<file path="config.mk">
export PLATFORM = sky130hd
export DESIGN_NAME = sopm_top
export DESIGN_NICKNAME = d
export VERILOG_FILES = /design/src/rtl/sopm_pkg.sv /design/src/rtl/sopm_column.sv /design/src/rtl/sopm_ctrl.sv /design/src/rtl/sopm_coef.sv /design/src/rtl/sopm_top.sv
export SDC_FILE = /design/constraint.sdc
export NUM_CORES = 1
export LEC_CHECK = 0
export BUFFER_PORTS_ARGS = -buffer_cell sky130_fd_sc_hd__clkbuf_2
export CORE_ASPECT_RATIO = 0.75
export CORE_MARGIN = 1
export CORE_UTILIZATION = 62
export DETAILED_ROUTE_END_ITERATION = 8
export PLACE_DENSITY = 0.76
export SLEW_MARGIN = 20
export SYNTH_ARGS = -nofsm -noshare
export SYNTH_HDL_FRONTEND = slang
export SYNTH_SLANG_ARGS = --single-unit
</file>
<file path="constraint.sdc">
create_clock -name clk_i -period 4.8 [get_ports clk_i]
set_input_delay 0.24 -clock clk_i [delete_from_list [all_inputs] [get_ports clk_i]]
set_output_delay 0.24 -clock clk_i [all_outputs]
set_load 0.1 [all_outputs]
</file>
<file path="src/rtl/sopm_pkg.sv">
package sopm_pkg;
  localparam int unsigned NSEL = 8;

  function automatic logic [31:0] coef_word(input int unsigned a);
    return 32'((a * 32'h3A7D + 32'h1357) & 32'hFFFF);
  endfunction
endpackage

</file>
<file path="src/rtl/sopm_column.sv">
module sopm_column
  import sopm_pkg::*;
#(
  parameter int unsigned W = 16
) (
  input  logic                    clk_i,
  input  logic                    rst_ni,
  input  logic                    shift_i,
  input  logic                    wr_en_i,
  input  logic                    wr_bit_i,
  input  logic [$clog2(NSEL)-1:0] sel_i,
  output logic                    rd_bit_o
);
  localparam int unsigned STEP = W / NSEL;

  logic [W-1:0]    stg_q, stg_d;
  logic [NSEL-1:0] tap_v;
  logic            src;
  int              low;

  for (genvar c = 0; c < NSEL; c++) begin : g_tap
    assign tap_v[c] = stg_q[W-(c+1)*STEP];
  end

  assign rd_bit_o = tap_v[sel_i];
  assign src      = wr_en_i ? wr_bit_i : rd_bit_o;

  // only stages at or above the tap move
  always_comb begin
    low   = int'(W) - (int'(sel_i) + 1) * int'(STEP);
    stg_d = stg_q;
    for (int i = 0; i < int'(W) - 1; i++) begin
      if (i >= low) stg_d[i] = stg_q[i+1];
    end
    stg_d[W-1] = src;
  end

  always_ff @(posedge clk_i or negedge rst_ni) begin
    if (!rst_ni)      stg_q <= '0;
    else if (shift_i) stg_q <= stg_d;
  end

  // lowest stage moves only at full width
  a_r4_low_stage_hold: assert property (@(posedge clk_i) disable iff (!rst_ni)
    !(shift_i && sel_i == $clog2(NSEL)'(NSEL-1)) |=> $stable(stg_q[0]));
endmodule

</file>
<file path="src/rtl/sopm_ctrl.sv">
module sopm_ctrl
  import sopm_pkg::*;
#(
  parameter int unsigned W = 16
) (
  input  logic                    clk_i,
  input  logic                    rst_ni,
  input  logic                    shift_i,
  input  logic [$clog2(NSEL)-1:0] prec_i,
  output logic [$clog2(NSEL)-1:0] sel_o,
  output logic                    done_o
);
  localparam int unsigned STEP = W / NSEL;
  localparam int unsigned IW   = $clog2(W);
  localparam int unsigned SW   = $clog2(NSEL);

  logic [IW-1:0] cnt_q;
  logic [SW-1:0] prec_q;
  logic          done_q;
  logic [IW-1:0] last_idx;

  // precision is taken live only between words
  assign sel_o    = (cnt_q == '0) ? prec_i : prec_q;
  assign last_idx = IW'((int'(sel_o) + 1) * int'(STEP) - 1);
  assign done_o   = done_q;

  always_ff @(posedge clk_i or negedge rst_ni) begin
    if (!rst_ni) begin
      cnt_q  <= '0;
      prec_q <= SW'(NSEL-1);
      done_q <= 1'b0;
    end else begin
      if (cnt_q == '0) prec_q <= prec_i;
      if (shift_i) begin
        if (cnt_q == last_idx) begin
          cnt_q  <= '0;
          done_q <= 1'b1;
        end else begin
          cnt_q  <= cnt_q + 1'b1;
          done_q <= 1'b0;
        end
      end else begin
        done_q <= 1'b0;
      end
    end
  end

  a_r6_prec_frozen: assert property (@(posedge clk_i) disable iff (!rst_ni)
    (cnt_q != '0) |=> $stable(prec_q));
  a_r5_done_single: assert property (@(posedge clk_i) disable iff (!rst_ni)
    done_o |=> !done_o);
  a_r5_done_after_shift: assert property (@(posedge clk_i) disable iff (!rst_ni)
    done_o |-> $past(shift_i));
endmodule

</file>
<file path="src/rtl/sopm_coef.sv">
module sopm_coef
  import sopm_pkg::*;
#(
  parameter int unsigned W     = 16,
  parameter int unsigned DEPTH = 16
) (
  input  logic                     clk_i,
  input  logic                     rst_ni,
  input  logic                     start_i,
  input  logic [$clog2(DEPTH)-1:0] addr_i,
  input  logic [$clog2(NSEL)-1:0]  prec_i,
  output logic                     bit_o,
  output logic                     valid_o
);
  localparam int unsigned STEP = W / NSEL;
  localparam int unsigned IW   = $clog2(W);

  logic [W-1:0]  word_q;
  logic [IW-1:0] idx_q, zlim_q;
  logic          busy_q;
  logic [31:0]   rom_w;

  assign rom_w   = coef_word(int'(addr_i));
  assign valid_o = busy_q;
  // zero-force mux on the low bits
  assign bit_o   = busy_q && (idx_q >= zlim_q) && word_q[idx_q];

  always_ff @(posedge clk_i or negedge rst_ni) begin
    if (!rst_ni) begin
      word_q <= '0;
      idx_q  <= '0;
      zlim_q <= '0;
      busy_q <= 1'b0;
    end else if (!busy_q) begin
      if (start_i) begin
        word_q <= rom_w[W-1:0];
        idx_q  <= '0;
        zlim_q <= IW'(int'(W) - (int'(prec_i) + 1) * int'(STEP));
        busy_q <= 1'b1;
      end
    end else if (idx_q == IW'(W-1)) begin
      busy_q <= 1'b0;
    end else begin
      idx_q <= idx_q + 1'b1;
    end
  end

  a_r10_start_ignored: assert property (@(posedge clk_i) disable iff (!rst_ni)
    (busy_q && start_i) |=> $stable(word_q) && $stable(zlim_q));
  a_r8_stream_len: assert property (@(posedge clk_i) disable iff (!rst_ni)
    (busy_q && idx_q != IW'(W-1)) |=> busy_q);
endmodule

</file>
<file path="src/rtl/sopm_top.sv">
module sopm_top
  import sopm_pkg::*;
#(
  parameter int unsigned NCOL       = 4,
  parameter int unsigned W          = 16,
  parameter int unsigned COEF_DEPTH = 16,
  localparam int unsigned SW        = $clog2(NSEL),
  localparam int unsigned AW        = $clog2(COEF_DEPTH)
) (
  input  logic            clk_i,
  input  logic            rst_ni,
  input  logic            shift_en_i,
  input  logic            wr_en_i,
  input  logic [NCOL-1:0] wr_bits_i,
  input  logic [SW-1:0]   dprec_i,
  output logic [NCOL-1:0] rd_bits_o,
  output logic            word_done_o,
  input  logic            coef_start_i,
  input  logic [AW-1:0]   coef_addr_i,
  input  logic [SW-1:0]   cprec_i,
  output logic            coef_bit_o,
  output logic            coef_valid_o
);
  logic [SW-1:0] sel;

  sopm_ctrl #(.W(W)) u_ctrl (
    .clk_i  (clk_i),
    .rst_ni (rst_ni),
    .shift_i(shift_en_i),
    .prec_i (dprec_i),
    .sel_o  (sel),
    .done_o (word_done_o)
  );

  for (genvar c = 0; c < NCOL; c++) begin : g_col
    sopm_column #(.W(W)) u_col (
      .clk_i   (clk_i),
      .rst_ni  (rst_ni),
      .shift_i (shift_en_i),
      .wr_en_i (wr_en_i),
      .wr_bit_i(wr_bits_i[c]),
      .sel_i   (sel),
      .rd_bit_o(rd_bits_o[c])
    );
  end

  sopm_coef #(.W(W), .DEPTH(COEF_DEPTH)) u_coef (
    .clk_i  (clk_i),
    .rst_ni (rst_ni),
    .start_i(coef_start_i),
    .addr_i (coef_addr_i),
    .prec_i (cprec_i),
    .bit_o  (coef_bit_o),
    .valid_o(coef_valid_o)
  );

  a_r8_bit_needs_valid: assert property (@(posedge clk_i) disable iff (!rst_ni)
    coef_bit_o |-> coef_valid_o);
endmodule

</file>
==> Yosys cells after proc, flatten, opt, wreduce, memory -nomap -nowiden <==
Cells that the tools add are included.
{ "word_totals": {"ramBits": 0, "out_inout_bits": 7, "input_bits": 19, "mem_bits_ro": 0, "latch_bits": 0, "reg_bits": 97, "n_memories": 0, "wordCells": 147} }
{ "op_classes": {"n_bitwise": 1, "add_sub_neg": 8, "reduce_logical": 21, "eq_ne": 3, "mul": 1, "div": 0, "mux": 24, "shifts": 0, "n_lt_le_gt_ge": 18} }
{ "op_table": {"columns": ["cell", "count"], "rows": [
  ["$ge A5 B32 Y1 const A", 7],
  ["$ge A4 B32 Y1 const A", 4],
  ["$ge A3 B32 Y1 const A", 2],
  ["$reduce_and A2 Y1", 17],
  ["$ge A1 B32 Y1 const A", 1],
  ["$ge A2 B32 Y1 const A", 1],
  ["$add A16 B13 Y16 const B", 1],
  ["$mul A4 B14 Y16 const B", 1],
  ["$mux W4", 4],
  ["$mux W1", 14],
  ["$bmux W1 S3", 4],
  ["$add A4 B1 Y4 const B", 2],
  ["$sub A5 B5 Y6 const A", 1],
  ["$lt A4 B5 Y1 const B", 1],
  ["$add A3 B1 Y4 const B", 1],
  ["$bmux W1 S4", 1],
  ["$eq A4 B4 Y1", 1],
  ["$eq A4 B4 Y1 const B", 1],
  ["$ge A4 B4 Y1", 1],
  ["$logic_not A4 Y1", 1],
  ["$lt A3 B4 Y1 const B", 1],
  ["$sub A1 B4 Y4 const A", 1],
  ["$sub A4 B2 Y4 const B", 1],
  ["$add A3 B1 Y3 const B", 1],
  ["other kinds (5)", 6]
]} }

==> Longest topological paths before layout <==
{ "depth": {"word_depth": 7, "mapped_depth": 14, "ltp_nobuf": 12} }

==> Cells and area by module <==
Synthesis repeated with hierarchy kept, for this count alone.
{ "unflattened": {"hier_cells": 659, "hier_area_um2": 6805.3} }
{ "modules_own_cells": {"columns": ["mod", "area_per_inst_um2", "instances", "cells_each"], "rows": [
  ["sopm_column", 991.0, 4, 90],
  ["sopm_coef", 2328.5, 1, 254],
  ["sopm_ctrl", 513.0, 1, 45]
]} }

==> Worst setup path before layout <==
OpenSTA, ideal clock, no wires.
{ "synth_path": {"path_kind": "reg-to-reg", "start": "register u_ctrl.cnt_q[1]", "end": "register g_col[0].u_col.stg_q[12]", "path_stages_with_launch": 15, "path_buffers": 3, "setup_ps": 125, "setup_slack_ps": 1335, "t_arrival_ps": 3341, "period_less_slack_ps": 3465, "cell_sequence": "dfrtp_1 > inv_1 > ha_1 > or3b_1 > buf_6 > mux2i_2 > inv_1 > buf_2 > ha_1 > clkbuf_1 > nor2_1 > a21oi_1 > a211oi_1 > a21o_1 > mux2_2"} }
{ "synth_between": {"elab_chain_len": 6} }
{ "synth_lines": {"columns": ["item", "line", "text"], "rows": [
  ["from (decl)", "sopm_ctrl.sv:17", "logic [IW-1:0] cnt_q;"],
  ["from (signal assigned)", "sopm_ctrl.sv:39", "cnt_q <= cnt_q + 1'b1;"],
  ["$logic_not A4 Y1", "sopm_ctrl.sv:23", "assign sel_o = (cnt_q == '0) ? prec_i : prec_q;"],
  ["$mux W3", "sopm_ctrl.sv:23", null],
  ["net g_col[0].u_col.sel_i[0]", "sopm_column.sv:11", "input logic [$clog2(NSEL)-1:0] sel_i,"],
  ["$add A3 B1 Y4", "sopm_column.sv:30", "low = int'(W) - (int'(sel_i) + 1) * int'(STEP);"],
  ["$sub A5 B5 Y6", "sopm_column.sv:30", null],
  ["$ge A5 B32 Y1", "sopm_column.sv:33", "if (i >= low) stg_d[i] = stg_q[i+1];"],
  ["$reduce_and A2 Y1 (no source line)", null, null],
  ["to (signal assigned)", "sopm_column.sv:40", "else if (shift_i) stg_q <= stg_d;"],
  ["to (decl)", "sopm_column.sv:16", "logic [W-1:0] stg_q, stg_d;"]
]} }
The timed path passes the listed nets, and every way through them passes these cells.
A chain may end at the register's enable or synchronous reset.

==> Final worst setup path <==
{ "layout_path": {"start": "register u_ctrl.cnt_q[1]", "end": "output rd_bits_o[3]"} }
{ "layout_between": {"elab_chain_len": 4} }
{ "layout_lines": {"columns": ["item", "line", "text"], "rows": [
  ["$logic_not A4 Y1", "sopm_ctrl.sv:23", null],
  ["$mux W3", "sopm_ctrl.sv:23", null],
  ["$bmux W1 S3", "sopm_column.sv:25", "assign rd_bit_o = tap_v[sel_i];"],
  ["$mux W1 (implied by the code)", "sopm_column.sv:25", null],
  ["to (decl)", "sopm_top.sv:16", "output logic [NCOL-1:0] rd_bits_o,"]
]} }
Every way passes these cells. The select of a mux whose other input is x is not followed.

==> reports/qor.txt <==
Reg2Reg Depth: 11
Clk Latency, worst-skew pair: 340 ps
Status: complete, no violations
Global-route wire length before repair: 19.4 mm
Initial core utilization: 0.659
Sequential share of power: 0.335
Clock share of power: 0.167
Clock root cell: clkbuf_16
Cell area after layout: 0.00623 mm2
F_max: 256 MHz
Crit path kind: flip-flop to primary output
Post-synthesis sequential area ratio: 0.419
Placed cell areas: 0.00590 mm2
Clock sink count: 96
Final hold slack: 139 ps
# diodes: 0
Period utilization: 0.813
Vias: 3,911
Post-synth cell types: 74
Via density: 5.93
Layout Area Growth over Synthesis: 8.53%
Worst Setup SP: u_ctrl.cnt_q[1]
Port Buf Inserts: 25
Nets@finish: 615
DRC: 0
PD cells: 714 mW/mm2
MaxCap Viol Count: 0
CTS tree: yes
Routed Antenna Nets: 0
Synth Area per Inst: 10.9 um2
RSZ-0062 raised after global routing: no
Die ar.: 0.00965 mm2
Die width: 113 um
GPL Wtd Cong: 0.890
Critical Path End: rd_bits_o[3]
Die Height: 85.3 um
CP Launch Type: flip-flop
WL/cell: 17.5 um
Switching part of the total: 0.433
R2r startpoint: u_ctrl.cnt_q[1]
# IOs: 26
Crit path arrival time: 3660 ps
Fin. max-slew vios: 0
Final Skew: 6.51 ps
GR Overflow Total: 0
Total CTS buffers: 9
Leak pwr: 3.00 nW
Total wire length: 11.5 mm
Endpoint class of the critical path: primary output
Reg2Reg Setup Slack: 940 ps
CP required: 4560 ps
Switch Pwr: 1.92 mW
#FFs+latches synth: 96
GRT busiest layer: met1
Register clock-pin slew on the reported worst setup and hold paths: 60 ps
Mapped cell area: 0.00574 mm2
Fillers: 627
Core area: 0.00871 mm2
Synth warnings: 0
Ys flop type: dfrtp_1
Synth Instances: 527
R2R Path End: g_col[3].u_col.stg_q[12]
Async SR Flop Fraction: 1.00
Critical Path Fanout Max: 12
Worst path slowest cell: or3b_1
TritonRoute pass-1 iters: 7
Min-delay worst type: input port to flip-flop
Relative slew slack: 0.562
Final min period: 3900 ps
Worst-case clock buffer depth: 2
Syn nets: 596
Combinational Power Share: 0.498
Worst-margin pin slew: 649 ps
Met3 global-route usage: 0.0436
Vias in the first global route: 3,868
Pin count of the biggest net entering global routing: 50
Worst vdd ir: 313 uV
Post-detail-place hpwl: 8.63 mm
Layout cells sized above 1: 0.230
Setup total negative slack: 0 ps
Setup Fix Bufs, Post-CTS: 0
1st-iter DRT viols: 232
Design internal power: 2.52 mW
Initial antenna violation count: 0
Crit-path max cell delay: 550 ps
Final setup fails: 0
Number of enable flip-flop cells after synthesis: 0
CP Cell Sequence: inv_1 > ha_1 > or3b_1 > mux2i_2 > buf_4 > mux2_2 > a222oi_1 > o211ai_1 > clkbuf_2
FP Rows: 29
Final Hold Vio Count: 0
CTS HTree Levels: 3
GR Util All Layers: 0.262
GR Util met2: 0.374
Met1 usage: 0.411
synth_stat cells, drive strengths merged, types with 3 or more instances:
library cell  count  area [um2]
dfrtp            93        2330
clkbuf            9        33.8
nand2b            5        31.3
ha               41         513
nand2            72         270
o21ai            25         125
a211oi            4        35.0
buf              12        90.1
nor3              3        20.0
inv              28         105
nand3b            4        30.0
and2              3        18.8
xnor2            11        96.3
o31ai             4        35.0
mux2i            12         136
nand3             9        45.0
xor2             10        87.6
dfstp             3        78.8
nor2             27         101
a21oi            16        80.1
nor2b            10        62.6
a21o              3        22.5
mux2             63         743
fa                9         180
cell families (layout without fill, tap and decap cells):
kind of cell / Yosys count / in the layout / share of synthesized area
fa+ha+maj: 50 / 50 / 0.121
simple gates: 148 / 148 / 0.121
buf+inv: 50 / 74 / 0.0408
compound gates: 85 / 85 / 0.105
mux: 77 / 77 / 0.161
flops: 96 / 96 / 0.419
xor+xnor: 21 / 21 / 0.0321
metrics by stage:
step           total power, mW  instances  utilization  worst slack (ps)
2_1_floorplan             3.27        527            -              1330
3_3_place_gp              3.60        642        0.677              1060
3_5_place_dp              3.67        642        0.677               940
4_1_cts                   4.43        659        0.715               931
5_1_grt                   4.72        659        0.715               682
6_report                  4.44        659        0.715               897
state kept, by name (all words and copies together) (netlist names):
name / flops
g_col.u_col.stg_q: 64
u_coef.word_q: 16
u_coef.idx_q: 4
u_ctrl.cnt_q: 4
u_coef.zlim_q: 3
u_ctrl.prec_q: 3
u_coef.valid_o: 1
u_ctrl.done_o: 1
worst max-delay path, delay by kind of cell (launching register included):
kind	cells	cell delay (ps)
buf+inv	3	820
compound gates	2	690
mux	2	640
simple gates	1	550
flops	1	410
fa+ha+maj	1	210
what timing repair did:
| action | 4_1_cts | 5_1_grt |
|---|---|---|
| hold endpoints to repair | 45 | 0 |
| resized for setup | 0 | 0 |
| hold buffers | 1 | 0 |
worst min path at each step:
stage	startpoint	end	slack [ps]	cells past startpoint
2_1_floorplan	rst_ni	g_col[0].u_col.stg_q[0]	-60	0
3_3_place_gp	rst_ni	u_ctrl.cnt_q[2]	270	1
3_5_place_dp	rst_ni	u_ctrl.cnt_q[2]	280	1
4_1_cts	wr_bits_i[3]	g_col[3].u_col.stg_q[15]	130	2
5_1_grt	wr_bits_i[3]	g_col[3].u_col.stg_q[15]	150	2
6_report	wr_bits_i[3]	g_col[3].u_col.stg_q[15]	140	2
cells in the final DEF (no fill, tap or decap), drive strengths merged, types with 4 or more instances in the layout:
| master | netlist | final |
|---|---|---|
| xor2 | 10 | 10 |
| buf | 12 | 4 |
| dfrtp | 93 | 93 |
| nand2b | 5 | 5 |
| nor2 | 27 | 27 |
| nand2 | 72 | 72 |
| inv | 28 | 28 |
| nand3 | 9 | 9 |
| ha | 41 | 41 |
| o21ai | 25 | 25 |
| mux2 | 63 | 63 |
| nor2b | 10 | 10 |
| o31ai | 4 | 4 |
| mux2i | 12 | 12 |
| a21oi | 16 | 16 |
| nand3b | 4 | 4 |
| clkbuf | 9 | 36 |
| a211oi | 4 | 4 |
| xnor2 | 11 | 11 |
| fa | 9 | 9 |
routing by layer:
layer	vias up	share of wire
met4	0	0.011
met2	112	0.41
met3	13	0.043
met5	-	0
met1	1900	0.53
li1	1886	-
area by class of cell:
type                       count  area (um2)  area share
clock buffer                  12         267      0.0428
clock inverter                 4        51.3     0.00824
inverter                      29         110      0.0177
multi-input combinational    381        3100       0.497
sequential                    96        2410       0.386
tap                          108         135      0.0217
timing repair buffer          29         160      0.0257
power by group through the flow:
stage                     clock network, mW  registers (mW)  logic, mW
after detailed placement                  0            1.50       2.17
after floorplan                           0            1.38       1.88
final                                 0.742            1.49       2.21
after CTS                             0.752            1.49       2.19
after global placement                    0            1.48       2.12
after global routing                  0.787            1.53       2.40
Note: power is estimated with default switching activity, not from simulation.
